### src/rtl/dmab_pkg.sv
package dmab_pkg;
  localparam int PBL_W = 6;

  typedef enum logic [2:0] {
    HB_SINGLE = 3'b000,
    HB_INCR   = 3'b001,
    HB_INCR4  = 3'b011,
    HB_INCR8  = 3'b101,
    HB_INCR16 = 3'b111
  } hburst_e;

  typedef struct packed {
    logic             fixed;
    logic             mixed;
    logic             aligned;
    logic             x4;
    logic             split;
    logic [PBL_W-1:0] tx_len;
    logic [PBL_W-1:0] rx_len;
  } burst_cfg_t;
endpackage

### src/rtl/dmab_len_sel.sv
module dmab_len_sel
  import dmab_pkg::*;
#(
  parameter int EFF_W = PBL_W + 3
) (
  input  logic             split,
  input  logic             x4,
  input  logic             is_rx,
  input  logic [PBL_W-1:0] tx_len,
  input  logic [PBL_W-1:0] rx_len,
  output logic [EFF_W-1:0] eff_len,
  output logic             len_bad
);
  // Power of two, non-zero, no larger than 32.
  function automatic logic len_legal(input logic [PBL_W-1:0] v);
    return (v != '0) && ((v & (v - 1'b1)) == '0) && (v <= PBL_W'(32));
  endfunction

  logic [PBL_W-1:0] picked;
  logic [PBL_W-1:0] base;

  always_comb begin
    picked  = (split && is_rx) ? rx_len : tx_len;
    len_bad = !len_legal(picked);
    base    = len_bad ? PBL_W'(1) : picked;
    eff_len = x4 ? (EFF_W'(base) << 2) : EFF_W'(base);
  end
endmodule

### src/rtl/dmab_shape.sv
module dmab_shape
  import dmab_pkg::*;
#(
  parameter int CNT_W   = 13,
  parameter int EFF_W   = 9,
  parameter int BND_LOG = 8
) (
  input  logic [CNT_W-1:0] beat_idx,
  input  logic [CNT_W-1:0] rem,
  input  logic [EFF_W-1:0] eff,
  input  logic             fixed,
  input  logic             mixed,
  input  logic             align_on,
  output logic [CNT_W-1:0] span,
  output logic [CNT_W-1:0] beats,
  output hburst_e          kind
);
  localparam int BND_BEATS = 1 << BND_LOG;

  function automatic logic [CNT_W-1:0] min_c(input logic [CNT_W-1:0] a,
                                             input logic [CNT_W-1:0] b);
    return (a < b) ? a : b;
  endfunction

  function automatic logic [CNT_W-1:0] fixed_piece(input logic [CNT_W-1:0] n);
    if (n >= CNT_W'(16))      return CNT_W'(16);
    else if (n >= CNT_W'(8))  return CNT_W'(8);
    else if (n >= CNT_W'(4))  return CNT_W'(4);
    else                      return CNT_W'(1);
  endfunction

  function automatic hburst_e fixed_kind(input logic [CNT_W-1:0] n);
    case (n)
      CNT_W'(16): return HB_INCR16;
      CNT_W'(8):  return HB_INCR8;
      CNT_W'(4):  return HB_INCR4;
      default:    return HB_SINGLE;
    endcase
  endfunction

  logic [CNT_W-1:0] eff_c;
  logic [CNT_W-1:0] to_bnd;
  logic [CNT_W-1:0] al_lim;
  logic             use_fixed;

  assign eff_c  = CNT_W'(eff);
  assign to_bnd = CNT_W'(BND_BEATS) - CNT_W'(beat_idx[BND_LOG-1:0]);
  assign al_lim = eff_c - (beat_idx & (eff_c - 1'b1));

  always_comb begin
    span = min_c(min_c(rem, eff_c), to_bnd);
    if (align_on) span = min_c(span, al_lim);
    use_fixed = fixed || (mixed && (span <= CNT_W'(16)));
    if (use_fixed) begin
      beats = fixed_piece(span);
      kind  = fixed_kind(beats);
    end else begin
      beats = span;
      kind  = (span == CNT_W'(1)) ? HB_SINGLE : HB_INCR;
    end
  end
endmodule

### src/rtl/dma_burst_planner.sv
module dma_burst_planner
  import dmab_pkg::*;
#(
  parameter int ADDR_W     = 32,
  parameter int CNT_W      = 13,
  parameter int BEAT_BYTES = 4,
  parameter int BOUNDARY   = 1024
) (
  input  logic              clk,
  input  logic              rst_n,
  input  logic              req_valid,
  output logic              req_ready,
  input  logic [ADDR_W-1:0] req_addr,
  input  logic [CNT_W-1:0]  req_beats,
  input  logic              req_is_rx,
  input  logic              cfg_fixed,
  input  logic              cfg_mixed,
  input  logic              cfg_aligned,
  input  logic              cfg_x4,
  input  logic              cfg_split,
  input  logic [5:0]        cfg_tx_len,
  input  logic [5:0]        cfg_rx_len,
  output logic              cmd_valid,
  input  logic              cmd_ready,
  output logic [2:0]        cmd_kind,
  output logic [ADDR_W-1:0] cmd_addr,
  output logic [CNT_W-1:0]  cmd_beats,
  output logic              cmd_last,
  output logic              cfg_err
);
  localparam int BEAT_SH = $clog2(BEAT_BYTES);
  localparam int BND_SH  = $clog2(BOUNDARY);
  localparam int BND_LOG = BND_SH - BEAT_SH;
  localparam int EFF_W   = PBL_W + 3;

  burst_cfg_t        cfg_q;
  logic              is_rx_q;
  logic              busy;
  logic              first;
  logic [ADDR_W-1:0] cur_addr;
  logic [CNT_W-1:0]  cur_rem;

  // Named internal events
  logic              accept_fire;
  logic              issue_fire;
  logic              align_on;
  logic              final_burst;
  logic [EFF_W-1:0]  eff_len;
  logic              len_bad;
  logic [CNT_W-1:0]  beat_idx;
  logic [CNT_W-1:0]  shp_span;
  logic [CNT_W-1:0]  shp_beats;
  hburst_e           shp_kind;

  assign accept_fire = req_valid && req_ready;
  assign issue_fire  = cmd_valid && cmd_ready;
  assign align_on    = cfg_q.aligned && (cfg_q.fixed || !first);
  assign beat_idx    = CNT_W'(cur_addr >> BEAT_SH);
  assign final_burst = (cur_rem == shp_beats);

  dmab_len_sel #(.EFF_W(EFF_W)) u_len (
    .split   (cfg_q.split),
    .x4      (cfg_q.x4),
    .is_rx   (is_rx_q),
    .tx_len  (cfg_q.tx_len),
    .rx_len  (cfg_q.rx_len),
    .eff_len (eff_len),
    .len_bad (len_bad)
  );

  dmab_shape #(.CNT_W(CNT_W), .EFF_W(EFF_W), .BND_LOG(BND_LOG)) u_shape (
    .beat_idx (beat_idx),
    .rem      (cur_rem),
    .eff      (eff_len),
    .fixed    (cfg_q.fixed),
    .mixed    (cfg_q.mixed),
    .align_on (align_on),
    .span     (shp_span),
    .beats    (shp_beats),
    .kind     (shp_kind)
  );

  always_ff @(posedge clk or negedge rst_n) begin
    if (!rst_n) begin
      cfg_q    <= '{fixed: 1'b0, mixed: 1'b0, aligned: 1'b0, x4: 1'b0, split: 1'b0,
                    tx_len: PBL_W'(1), rx_len: PBL_W'(1)};
      is_rx_q  <= 1'b0;
      busy     <= 1'b0;
      first    <= 1'b0;
      cur_addr <= '0;
      cur_rem  <= '0;
    end else if (accept_fire) begin
      cfg_q    <= '{fixed: cfg_fixed, mixed: cfg_mixed, aligned: cfg_aligned, x4: cfg_x4,
                    split: cfg_split, tx_len: cfg_tx_len, rx_len: cfg_rx_len};
      is_rx_q  <= req_is_rx;
      busy     <= (req_beats != '0);
      first    <= 1'b1;
      cur_addr <= req_addr;
      cur_rem  <= req_beats;
    end else if (issue_fire) begin
      cur_addr <= cur_addr + (ADDR_W'(shp_beats) << BEAT_SH);
      cur_rem  <= cur_rem - shp_beats;
      first    <= 1'b0;
      if (final_burst) busy <= 1'b0;
    end
  end

  assign req_ready = !busy;
  assign cmd_valid = busy;
  assign cmd_kind  = shp_kind;
  assign cmd_addr  = cur_addr;
  assign cmd_beats = shp_beats;
  assign cmd_last  = final_burst;
  assign cfg_err   = len_bad;
endmodule

### config.mk
export PLATFORM = sky130hd
export DESIGN_NAME = dma_burst_planner
export DESIGN_NICKNAME = d
export VERILOG_FILES = /design/src/rtl/dmab_pkg.sv /design/src/rtl/dmab_len_sel.sv /design/src/rtl/dmab_shape.sv /design/src/rtl/dma_burst_planner.sv
export SDC_FILE = /design/constraint.sdc
export NUM_CORES = 1
export LEC_CHECK = 0
export ABC_AREA = 1
export ABC_CLOCK_PERIOD_IN_PS = 8700
export BUFFER_PORTS_ARGS = -buffer_cell sky130_fd_sc_hd__buf_2
export CAP_MARGIN = 20
export CORE_MARGIN = 1.5
export CORE_UTILIZATION = 52
export CTS_CLUSTER_DIAMETER = 40
export CTS_CLUSTER_SIZE = 12
export DETAILED_ROUTE_END_ITERATION = 6
export PLACE_DENSITY = 0.88
export SLEW_MARGIN = 10
export SYNTH_ARGS = -nofsm -noshare
export SYNTH_HDL_FRONTEND = slang
export SYNTH_SLANG_ARGS = --single-unit
export TNS_END_PERCENT = 5
### constraint.sdc
create_clock -name clk -period 8.7 [get_ports clk]
set_clock_uncertainty 0.15 [all_clocks]
set_input_delay 0.87 -clock clk [delete_from_list [all_inputs] [get_ports clk]]
set_output_delay 0.87 -clock clk [all_outputs]
set_load 0.01 [all_outputs]
==> tab_implementation.tex, run 1 <==
\begin{tabular}{lr}
\hline
Metric & Value \\
\hline
\multicolumn{2}{l}{\textbf{CTS}} \\
\quad Number of hold-repair buffers added at the cts stage & 0 \\
\quad Total clock buffers created by CTS & 9 \\
\quad TritonCTS clock tree & built \\
\quad Clk\_lat worst skew & 0.34 ns \\
\quad Max Buffers Root-to-Sink & 2 \\
\quad Clock Tree Root & sky130\_fd\_sc\_hd\_\_clkbuf\_16 \\
\quad Clock-pin slew on the worst setup and hold paths & 0.05 ns \\
\quad Number of sinks handled by clock tree synthesis & 65 \\
\quad Htree depth & 3 \\
\multicolumn{2}{l}{\textbf{Finish}} \\
\quad Leading cell type in the layout, fill and taps excluded & sky130\_fd\_sc\_hd\_\_nand2\_1 \\
\quad Post-synthesis to final-layout area growth & 34.8\% \\
\quad Utilization of the core after routing & 0.727 \\
\quad Nets & 1290 \\
\quad Commonest non-fill, non-tap cells in the layout & sky130\_fd\_sc\_hd\_\_nand2\_1, sky130\_fd\_sc\_hd\_\_buf\_2, sky130\_fd\_sc\_hd\_\_inv\_1 \\
\quad Share of cells above drive strength 1 & 0.351 \\
\quad Antenna diodes & 0 \\
\quad Cell area after layout & 8840 um2 \\
\multicolumn{2}{l}{\textbf{Detailed routing}} \\
\quad Vias per cell & 5.70 \\
\quad Number of vias in the routed layout & 7612 \\
\quad Wire length per cell & 16.9 um \\
\quad Final antenna-violating net count & 0 \\
\quad Count of unresolved DRC violations after routing & 0 \\
\quad First-pass iteration count of the detailed router & 7 \\
\quad Total wirelength of the detailed-routed design & 22.6 mm \\
\quad Initial drt markers & 693 \\
\multicolumn{2}{l}{\textbf{Setup path}} \\
\quad Critical path origin & cfg\_q[12] \\
\quad Worst EP arrival & 9.36 ns \\
\quad Kind of start point of the critical path & flop \\
\quad Most repeated library cell on the critical path & sky130\_fd\_sc\_hd\_\_nand2\_2 \\
\quad Stage delay of the slowest cell on the critical path & 0.39 ns \\
\quad Worst endpoint required time & 8.79 ns \\
\quad Crit path kind & reg2reg \\
\quad Maximum fanout along the worst path & 12 \\
\quad FF-to-FF End & cmd\_addr[27] \\
\quad Slowest cell on the critical path & sky130\_fd\_sc\_hd\_\_dfrtp\_1 \\
\quad Worst Reg-to-Reg Cells & 72 \\
\quad Kind of capture point of the worst setup path & flop \\
\quad Reg-to-reg setup timing slack & -0.57 ns \\
\quad Launch point of the worst reg-to-reg path & cfg\_q[12] \\
\multicolumn{2}{l}{\textbf{Global route}} \\
\quad Number of antenna violations at the first check in global routing & 0 \\
\quad Maximum number of pins on one net before global-route repair & 82 \\
\quad Total gr overflow & 0 \\
\quad Global router's overall resource usage & 0.311 \\
\quad Vias in the first global route & 6982 \\
\quad First-pass GRT wire length & 32.5 mm \\
\multicolumn{2}{l}{\textbf{Place}} \\
\quad Count of input and output buffers & 118 \\
\quad Total half-perimeter wirelength after legalization and detailed placement & 15.1 mm \\
\quad Worst slack at placement & -0.495 ns \\
\quad Gpl congestion & 0.928 \\
\quad Cell area after placement & 7790 um2 \\
\multicolumn{2}{l}{\textbf{STA}} \\
\quad Setup repair after global routing missed its margin & true \\
\quad Pin slew with the least headroom to its limit & 1.06 ns \\
\quad Final hold violation count & 0 \\
\quad Period utilisation layout & 1.07 \\
\quad Accumulated negative setup slack & -7.16 ns \\
\quad Headroom to the max-slew limit & 0.290 \\
\quad Fin. max-slew vios & 0 \\
\quad Final critical path time including I/O delays and setup & 9.27 ns \\
\quad \# setup viols final & 21 \\
\quad Min setup slack post-route & -0.572 ns \\
\quad Max frequency & 108 MHz \\
\multicolumn{2}{l}{\textbf{Min path}} \\
\quad Hold EP & cmd\_addr[0] \\
\quad Hold Crit Class & reg2reg \\
\quad Count of cells along the worst hold path & 2 \\
\quad Worst min-delay path startpoint & cmd\_addr[0] \\
\multicolumn{2}{l}{\textbf{Floorplan}} \\
\quad Starting density of the core & 0.539 \\
\quad Die height & 115 um \\
\quad IO Pins & 119 \\
\quad Die Outline Area & 13300 um2 \\
\quad Std-Cell Rows & 40 \\
\quad Placeable core region & 12200 um2 \\
\quad Chip Width & 115 um \\
\multicolumn{2}{l}{\textbf{Synthesis}} \\
\quad Sequential area share after synthesis & 0.248 \\
\quad Post-synthesis area per instance & 6.86 um2 \\
\quad Netlist area before placement & 6560 um2 \\
\quad Number of instances in the synthesized netlist & 956 \\
\quad Main area contributors after synthesis & sky130\_fd\_sc\_hd\_\_dfrtp\_1, sky130\_fd\_sc\_hd\_\_nand2\_1, sky130\_fd\_sc\_hd\_\_ha\_1 \\
\quad Number of storage elements in the synthesis netlist & 65 \\
\quad Yosys top cell by area & sky130\_fd\_sc\_hd\_\_dfrtp\_1 \\
\quad Area fraction of the dominant cell type after synthesis & 0.240 \\
\quad Library cells used by synthesis & 54 \\
\quad Number of synthesis warnings & 0 \\
\multicolumn{2}{l}{\textbf{Status}} \\
\quad Violated checks & negative setup slack \\
\quad Run status & finished, violations left \\
\multicolumn{2}{l}{\textbf{Job}} \\
\quad Max capacitance violation total & 0 \\
\hline
\end{tabular}
-- worst max-delay path by stage --
stage | slack, ns | end
2_1_floorplan | 0.10 | cmd_addr[30]
3_3_place_gp | -0.13 | cmd_addr[29]
3_5_place_dp | -0.49 | cmd_addr[26]
4_1_cts | -0.04 | cmd_addr[26]
5_1_grt | -0.98 | cur_rem[11]
6_report | -0.57 | cmd_addr[27]
-- per-stage QoR --
| stage | hold WS, ns | std cells |
|---|---|---|
| after detailed placement | 0.315 | 1295 |
| after global placement | 0.313 | 1295 |
| after CTS | 0.332 | 1319 |
| final | 0.330 | 1336 |
| after floorplan | 0.293 | 960 |
| after global routing | 0.369 | 1336 |
-- metal layers --
| layer | up-vias | GRT usage | share of wire |
|---|---|---|---|
| met1 | 3555 | 0.414 | 0.41 |
| met5 | - | 0 | 0 |
| met3 | 89 | 0.0511 | 0.085 |
| li1 | 3565 | - | - |
| met4 | 0 | 0.114 | 0.040 |
| met2 | 403 | 0.511 | 0.47 |
-- critical path, delay by kind of cell (launching register included) --
family	cells	cell delay (ns)
AND/OR/NAND/NOR	43	4.20
adder cells (fa/ha/maj)	4	1.10
AO/OA/AOI/OAI	17	2.41
flip-flops	1	0.39
buffers and inverters	7	0.75
XOR/XNOR	1	0.16
-- what timing repair did --
item                       4_1_cts  5_1_grt
pin swaps                        9       61
gates cloned                     2        3
setup endpoints to repair       19       31
buffers inserted                 6       14
resized for setup               28      103
-- flip-flops by register name, indices dropped and copies added, names as in the netlist --
| name | cells |
|---|---|
| cfg_q | 17 |
| is_rx_q | 1 |
| cur_rem | 13 |
| first | 1 |
| cmd_valid | 1 |
| cmd_addr | 32 |
-- cells in the mapped netlist, drive strengths merged --
cell type  count
nand4         10
a21boi         1
nand2        276
a21oi         52
o22ai         12
o211ai        12
inv          129
fa             2
a21o           2
a31o           1
o221ai        13
nand3b         3
buf            9
conb           1
clkbuf        16
dfstp          2
dfrtp         63
o41ai          1
o21a           3
xnor2          7
a211oi         7
nor2          98
a31oi          2
ha            58
o311ai         3
nand3         57
xor2          35
o221a          1
o21ai         48
clkinv         1
nor3          18
o21bai         2
nor4           8
or2            3
-- cells by family (layout without fill, tap and decap cells) --
group                      after synthesis  after routing  share of synthesized area
AOI/OAI and AO/OA                      160            160                      0.156
DFF                                     65             65                      0.248
adders and majority gates               60             60                      0.117
buffers and inverters                  155            361                     0.0966
and+or+nand+nor                        473            475                      0.324
other                                    1              5                   0.000572
xor gates and xnor gates                42             42                     0.0584
-- cell type report --
cell class / count / area [um2]
clock buffers: 11 / 253
repair inverters: 1 / 5.00
flip-flops and latches: 65 / 1630
inverters: 130 / 494
fillers: 874 / 3320
clock inverters: 5 / 53.8
well taps: 168 / 210
multi-input cells: 742 / 4860
repair buffers: 214 / 1330
Power of run 1 is not shown: default switching activity piles up to over one toggle a cycle in this logic, so the estimate is an artifact.
==> run 2: changes to the inputs <==
--- a/config.mk
+++ b/config.mk
@@ -15,6 +15,7 @@
 export CTS_CLUSTER_SIZE = 12
 export DETAILED_ROUTE_END_ITERATION = 6
 export PLACE_DENSITY = 0.88
+export SETUP_SLACK_MARGIN = 0.02
 export SLEW_MARGIN = 10
 export SYNTH_ARGS = -nofsm -noshare
 export SYNTH_HDL_FRONTEND = slang
==> tab_implementation.tex, run 2 (synthesized netlist as in run 1, its figures left out) <==
\begin{tabular}{lr}
\hline
Metric & Value \\
\hline
\multicolumn{2}{l}{\textbf{Status}} \\
\quad Run status & finished, violations left (unchanged) \\
\quad Violated checks & negative setup slack (unchanged) \\
\multicolumn{2}{l}{\textbf{Detailed routing}} \\
\quad Initial drt markers & 706 (was 693) \\
\quad Count of unresolved DRC violations after routing & 0 (unchanged) \\
\quad Vias per cell & 5.70 (about the same) \\
\quad Final antenna-violating net count & 0 (unchanged) \\
\quad First-pass iteration count of the detailed router & 5 (was 7) \\
\quad Total wirelength of the detailed-routed design & 22.5 mm (was 22.6 mm) \\
\quad Number of vias in the routed layout & 7601 (was 7612) \\
\quad Wire length per cell & 16.9 um (about the same) \\
\multicolumn{2}{l}{\textbf{STA}} \\
\quad Headroom to the max-slew limit & 0.323 (was 0.290) \\
\quad Min setup slack post-route & -0.434 ns (was -0.572 ns) \\
\quad Final hold violation count & 0 (unchanged) \\
\quad Fin. max-slew vios & 0 (unchanged) \\
\quad Accumulated negative setup slack & -5.22 ns (was -7.16 ns) \\
\quad \# setup viols final & 21 (unchanged) \\
\quad Period utilisation layout & 1.05 (was 1.07) \\
\quad Max frequency & 109 MHz (was 108 MHz) \\
\quad Final hold slack & 0.329 ns (was 0.330 ns) \\
\quad Pin slew with the least headroom to its limit & 1.01 ns (was 1.06 ns) \\
\quad Setup repair after global routing missed its margin & true (unchanged) \\
\quad Final critical path time including I/O delays and setup & 9.13 ns (was 9.27 ns) \\
\multicolumn{2}{l}{\textbf{Min path}} \\
\quad Hold EP & cmd\_addr[0] (unchanged) \\
\quad Worst min-delay path startpoint & cmd\_addr[0] (unchanged) \\
\quad Hold Crit Class & reg2reg (unchanged) \\
\quad Count of cells along the worst hold path & 2 (unchanged) \\
\multicolumn{2}{l}{\textbf{Finish}} \\
\quad Commonest non-fill, non-tap cells in the layout & sky130\_fd\_sc\_hd\_\_nand2\_1, sky130\_fd\_sc\_hd\_\_buf\_2, sky130\_fd\_sc\_hd\_\_inv\_1 (unchanged) \\
\quad Register area & 1630 um2 (unchanged) \\
\quad Number of flip-flops under the largest register name & 32 (unchanged) \\
\quad Post-synthesis to final-layout area growth & 33.2\% (was 34.8\%) \\
\quad Count of fill cells added during filler insertion & 916 (was 874) \\
\quad Leading cell type in the layout, fill and taps excluded & sky130\_fd\_sc\_hd\_\_nand2\_1 (unchanged) \\
\quad Share of cells above drive strength 1 & 0.341 (was 0.351) \\
\quad Antenna diodes & 0 (unchanged) \\
\quad Area used by multi-input combinational logic & 4780 um2 (was 4860 um2) \\
\quad Utilization of the core after routing & 0.718 (was 0.727) \\
\quad Non-filler cells, final & 1334 (was 1336) \\
\quad Nets & 1288 (was 1290) \\
\multicolumn{2}{l}{\textbf{Global route}} \\
\quad Total gr overflow & 0 (unchanged) \\
\quad Maximum number of pins on one net before global-route repair & 82 (unchanged) \\
\quad First-pass GRT wire length & 32.6 mm (was 32.5 mm) \\
\quad Vias in the first global route & 7005 (was 6982) \\
\quad Global router's overall resource usage & 0.311 (about the same) \\
\quad Number of antenna violations at the first check in global routing & 0 (unchanged) \\
\multicolumn{2}{l}{\textbf{Setup path}} \\
\quad Worst endpoint required time & 8.79 ns (about the same) \\
\quad Crit path kind & reg2reg (unchanged) \\
\quad Most repeated library cell on the critical path & sky130\_fd\_sc\_hd\_\_nand2\_1 (was sky130\_fd\_sc\_hd\_\_nand2\_2) \\
\quad Slowest cell on the critical path & sky130\_fd\_sc\_hd\_\_dfrtp\_1 (unchanged) \\
\quad Worst Reg-to-Reg Cells & 71 (was 72) \\
\quad FF-to-FF End & cmd\_addr[27] (unchanged) \\
\quad Stage delay of the slowest cell on the critical path & 0.39 ns (about the same) \\
\quad Worst EP arrival & 9.22 ns (was 9.36 ns) \\
\quad Kind of capture point of the worst setup path & flop (unchanged) \\
\quad Family with the most delay on the worst path & simple AND/OR/NAND/NOR gates (unchanged) \\
\quad Reg-to-reg setup timing slack & -0.43 ns (was -0.57 ns) \\
\quad Launch point of the worst reg-to-reg path & cfg\_q[12] (unchanged) \\
\quad Maximum fanout along the worst path & 12 (unchanged) \\
\quad Count of buffer and inverter cells on the critical path & 6 (was 7) \\
\quad Kind of start point of the critical path & flop (unchanged) \\
\multicolumn{2}{l}{\textbf{CTS}} \\
\quad Htree depth & 3 (unchanged) \\
\quad Clock Tree Root & sky130\_fd\_sc\_hd\_\_clkbuf\_16 (unchanged) \\
\quad Clk\_lat worst skew & 0.34 ns (about the same) \\
\quad TritonCTS clock tree & built (unchanged) \\
\quad Total clock buffers created by CTS & 9 (unchanged) \\
\quad Max Buffers Root-to-Sink & 2 (unchanged) \\
\quad Clock-pin slew on the worst setup and hold paths & 0.05 ns (about the same) \\
\quad Number of sinks handled by clock tree synthesis & 65 (unchanged) \\
\multicolumn{2}{l}{\textbf{Floorplan}} \\
\quad Die height & 115 um (unchanged) \\
\quad Die Outline Area & 13300 um2 (unchanged) \\
\quad IO Pins & 119 (unchanged) \\
\quad Std-Cell Rows & 40 (unchanged) \\
\quad Chip Width & 115 um (unchanged) \\
\quad Starting density of the core & 0.539 (unchanged) \\
\quad Placeable core region & 12200 um2 (unchanged) \\
\multicolumn{2}{l}{\textbf{Place}} \\
\quad Post-Place Cells & 1295 (unchanged) \\
\quad Gpl congestion & 0.928 (unchanged) \\
\quad Count of input and output buffers & 118 (unchanged) \\
\quad Total half-perimeter wirelength after legalization and detailed placement & 15.1 mm (unchanged) \\
\multicolumn{2}{l}{\textbf{Job}} \\
\quad Max capacitance violation total & 0 (unchanged) \\
\hline
\end{tabular}
[run 2: changes by cell type in the layout (fill, tap and decap cells not counted), sizes merged]
cell	change
buf	-2
[run 2: layout make-up]
class | instances | share of cell area
well taps | 168 | 0.0241
repair inverters | 1 | 0.000573
clock inverters | 5 | 0.00616
multi-input cells | 742 | 0.547
repair buffers | 212 | 0.150
flip-flops and latches | 65 | 0.187
inverters | 130 | 0.0566
clock buffers | 11 | 0.0289
[run 2: worst max-delay path by stage]
stage,startpoint,end,slack [ns],cells past startpoint
after floorplan,cfg_q[12],cmd_addr[30],0.10,66
after global placement,cfg_q[12],cmd_addr[29],-0.13,63
after detailed placement,cfg_q[12],cmd_addr[26],-0.49,66
after CTS,cfg_q[12],cmd_addr[27],0.01,70
after global routing,is_rx_q,cur_rem[11],-1.07,73
final,cfg_q[12],cmd_addr[27],-0.43,71
[run 2: metrics by stage]
stage	setup slack (ns)	instance area (um2)
final	-0.434	8730
after global routing	-1.07	8730
after CTS	0.0144	8280
after detailed placement	-0.495	7790
after global placement	-0.127	7790
after floorplan	0.105	6580
[run 2: what timing repair did]
item | 4_1_cts | 5_1_grt
hold buffers | 0 | 0
cloned | 2 | 3
pin swaps | 10 | 53
endpoints found under the setup margin | 19 | 31
gates resized for setup | 34 | 80
setup buffers | 6 | 12
[run 2: metal layers]
| metal | wire [um] | track usage | vias up | share of wire |
|---|---|---|---|---|
| li1 | - | - | 3564 | - |
| met1 | 9100 | 0.414 | 3545 | 0.40 |
| met2 | 10500 | 0.512 | 395 | 0.47 |
| met3 | 1840 | 0.0511 | 97 | 0.082 |
| met4 | 1020 | 0.114 | 0 | 0.045 |
| met5 | 0 | 0 | - | 0 |
[run 2: tightest hold or removal path, delay by kind of cell (launching register included)]
family,cells,cell delay (ns)
flops,1,0.34
simple gates,2,0.10
Power of run 2 is left out for the same reason.
==> run 3: changes to the inputs <==
--- a/config.mk
+++ b/config.mk
@@ -7,13 +7,13 @@
 export LEC_CHECK = 0
 export ABC_AREA = 1
 export ABC_CLOCK_PERIOD_IN_PS = 8700
-export BUFFER_PORTS_ARGS = -buffer_cell sky130_fd_sc_hd__buf_2
 export CAP_MARGIN = 20
 export CORE_MARGIN = 1.5
-export CORE_UTILIZATION = 52
+export CORE_UTILIZATION = 59
 export CTS_CLUSTER_DIAMETER = 40
 export CTS_CLUSTER_SIZE = 12
 export DETAILED_ROUTE_END_ITERATION = 6
+export DONT_BUFFER_PORTS = 1
 export PLACE_DENSITY = 0.88
 export SETUP_SLACK_MARGIN = 0.02
 export SLEW_MARGIN = 10
==> tab_implementation.tex, run 3 (synthesized netlist as in run 1, its figures left out) <==
\begin{tabular}{lr}
\hline
Metric & Value \\
\hline
\multicolumn{2}{l}{\textbf{Finish}} \\
\quad Utilization of the core after routing & 0.733 (was 0.718) \\
\quad Leading cell type in the layout, fill and taps excluded & sky130\_fd\_sc\_hd\_\_nand2\_1 (unchanged) \\
\quad Nets & 1171 (was 1288) \\
\quad Count of fill cells added during filler insertion & 802 (was 916) \\
\quad Non-filler cells, final & 1187 (was 1334) \\
\quad Antenna diodes & 0 (unchanged) \\
\quad Commonest non-fill, non-tap cells in the layout & sky130\_fd\_sc\_hd\_\_nand2\_1, sky130\_fd\_sc\_hd\_\_inv\_1, sky130\_fd\_sc\_hd\_\_buf\_4 (was sky130\_fd\_sc\_hd\_\_nand2\_1, sky130\_fd\_sc\_hd\_\_buf\_2, sky130\_fd\_sc\_hd\_\_inv\_1) \\
\quad Share of cells above drive strength 1 & 0.263 (was 0.341) \\
\quad Number of flip-flops under the largest register name & 32 (unchanged) \\
\quad Post-synthesis to final-layout area growth & 21.2\% (was 33.2\%) \\
\multicolumn{2}{l}{\textbf{Detailed routing}} \\
\quad Total wirelength of the detailed-routed design & 20.0 mm (was 22.5 mm) \\
\quad Wire length per cell & 16.9 um (about the same) \\
\quad Initial drt markers & 503 (was 706) \\
\quad Vias per cell & 5.88 (was 5.70) \\
\quad Number of vias in the routed layout & 6983 (was 7601) \\
\quad Count of unresolved DRC violations after routing & 0 (unchanged) \\
\quad First-pass iteration count of the detailed router & 5 (unchanged) \\
\quad Final antenna-violating net count & 0 (unchanged) \\
\multicolumn{2}{l}{\textbf{STA}} \\
\quad Period utilisation layout & 1.04 (was 1.05) \\
\quad Final critical path time including I/O delays and setup & 9.02 ns (was 9.13 ns) \\
\quad Final hold violation count & 0 (unchanged) \\
\quad Max frequency & 111 MHz (was 109 MHz) \\
\quad Headroom to the max-slew limit & 0.345 (was 0.323) \\
\quad Min setup slack post-route & -0.320 ns (was -0.434 ns) \\
\quad Setup repair after global routing missed its margin & true (unchanged) \\
\quad Fin. max-slew vios & 0 (unchanged) \\
\quad Pin slew with the least headroom to its limit & 0.981 ns (was 1.01 ns) \\
\quad \# setup viols final & 19 (was 21) \\
\multicolumn{2}{l}{\textbf{Job}} \\
\quad Max capacitance violation total & 0 (unchanged) \\
\multicolumn{2}{l}{\textbf{Global route}} \\
\quad First-pass GRT wire length & 29.9 mm (was 32.6 mm) \\
\quad Maximum number of pins on one net before global-route repair & 82 (unchanged) \\
\quad Total gr overflow & 0 (unchanged) \\
\quad Vias in the first global route & 6358 (was 7005) \\
\quad Number of antenna violations at the first check in global routing & 0 (unchanged) \\
\quad Global router's overall resource usage & 0.326 (was 0.311) \\
\multicolumn{2}{l}{\textbf{CTS}} \\
\quad Htree depth & 3 (unchanged) \\
\quad Max Buffers Root-to-Sink & 2 (unchanged) \\
\quad Clock-pin slew on the worst setup and hold paths & 0.07 ns (was 0.05 ns) \\
\quad Clk\_lat worst skew & 0.35 ns (was 0.34 ns) \\
\quad Number of hold-repair buffers added at the cts stage & 0 (unchanged) \\
\quad Number of sinks handled by clock tree synthesis & 65 (unchanged) \\
\quad Total clock buffers created by CTS & 9 (unchanged) \\
\quad Clock Tree Root & sky130\_fd\_sc\_hd\_\_clkbuf\_8 (was sky130\_fd\_sc\_hd\_\_clkbuf\_16) \\
\quad TritonCTS clock tree & built (unchanged) \\
\multicolumn{2}{l}{\textbf{Floorplan}} \\
\quad Placeable core region & 10800 um2 (was 12200 um2) \\
\quad Chip Width & 108 um (was 115 um) \\
\quad Starting density of the core & 0.605 (was 0.539) \\
\quad Die Outline Area & 11800 um2 (was 13300 um2) \\
\quad Die height & 108 um (was 115 um) \\
\quad IO Pins & 119 (unchanged) \\
\quad Std-Cell Rows & 38 (was 40) \\
\multicolumn{2}{l}{\textbf{Setup path}} \\
\quad Worst endpoint required time & 8.74 ns (was 8.79 ns) \\
\quad Kind of start point of the critical path & flop (unchanged) \\
\quad Maximum fanout along the worst path & 10 (was 12) \\
\quad Crit path kind & reg2reg (unchanged) \\
\quad Most repeated library cell on the critical path & sky130\_fd\_sc\_hd\_\_nand2\_2 (was sky130\_fd\_sc\_hd\_\_nand2\_1) \\
\quad Slowest cell on the critical path & sky130\_fd\_sc\_hd\_\_dfrtp\_1 (unchanged) \\
\quad Kind of capture point of the worst setup path & flop (unchanged) \\
\quad Stage delay of the slowest cell on the critical path & 0.38 ns (was 0.39 ns) \\
\quad Worst EP arrival & 9.06 ns (was 9.22 ns) \\
\multicolumn{2}{l}{\textbf{Status}} \\
\quad Violated checks & negative setup slack (unchanged) \\
\quad Run status & finished, violations left (unchanged) \\
\multicolumn{2}{l}{\textbf{Place}} \\
\quad Post-Place Cells & 1164 (was 1295) \\
\quad Gpl congestion & 0.962 (was 0.928) \\
\quad Count of input and output buffers & 0 (was 118) \\
\quad Total half-perimeter wirelength after legalization and detailed placement & 14.5 mm (was 15.1 mm) \\
\multicolumn{2}{l}{\textbf{Min path}} \\
\quad Hold Crit Class & in2async (was reg2reg) \\
\hline
\end{tabular}
-- run 3: final timing paths --
| check | start | to | slack, ns | cells past startpoint |
|---|---|---|---|---|
| min in group clk | cfg_q[5] | cfg_q[5] | 0.34 | 2 |
| max in group asynchronous | rst_n | cfg_q[0] | 8.16 | 0 |
| worst max register to register | cfg_q[12] | cmd_addr[22] | -0.32 | 65 |
| worst max-delay path | cfg_q[12] | cmd_addr[22] | -0.32 | 65 |
| worst min register to register | cfg_q[5] | cfg_q[5] | 0.34 | 2 |
| worst min-delay path | rst_n | cmd_addr[4] | 0.06 | 0 |
-- run 3: through the flow --
step / setup TNS (ns) / instance area, um2 / hold slack, ns / worst slack [ns]
6_report: -3.07 / 7950 / 0.0576 / -0.320
5_1_grt: -16.01 / 7950 / 0.0424 / -0.986
4_1_cts: 0 / 7550 / 0.0524 / 0.0118
3_5_place_dp: -3.84 / 7280 / 0.330 / -0.333
3_3_place_gp: 0 / 7280 / 0.315 / 0.00625
2_1_floorplan: 0 / 6580 / 0.293 / 0.105
-- run 3: final cells by class --
type / instances / area [um2] / area share
repair buffers: 95 / 732 / 0.0921
multi-input cells: 742 / 4740 / 0.597
inverters: 130 / 493 / 0.0620
flip-flops and latches: 65 / 1630 / 0.205
clock inverters: 3 / 17.5 / 0.00220
well taps: 140 / 175 / 0.0220
clock buffers: 11 / 151 / 0.0190
repair inverters: 1 / 7.51 / 0.000944
-- run 3: metal layers --
metal | track usage | routed length [um]
met2 | 0.519 | 9310
met4 | 0.136 | 714
met5 | 0 | 0
met3 | 0.0555 | 1700
met1 | 0.436 | 8310
-- run 3: critical path: cells and delay by family (launching register included) --
kind / cells / cell delay, ns
buf+inv: 11 / 1.36
simple gates: 34 / 3.31
xor+xnor: 1 / 0.14
fa+ha+maj: 4 / 1.20
compound gates: 15 / 2.32
flops: 1 / 0.38
-- run 3: repair_timing --
action / CTS / global route
hold endpoints to repair: 0 / 0
gates resized for setup: 26 / 80
pin swaps: 3 / 35
setup endpoints to repair: 18 / 28
cloned: 1 / 2
buffers inserted: 1 / 5
Power of run 3 is left out for the same reason.
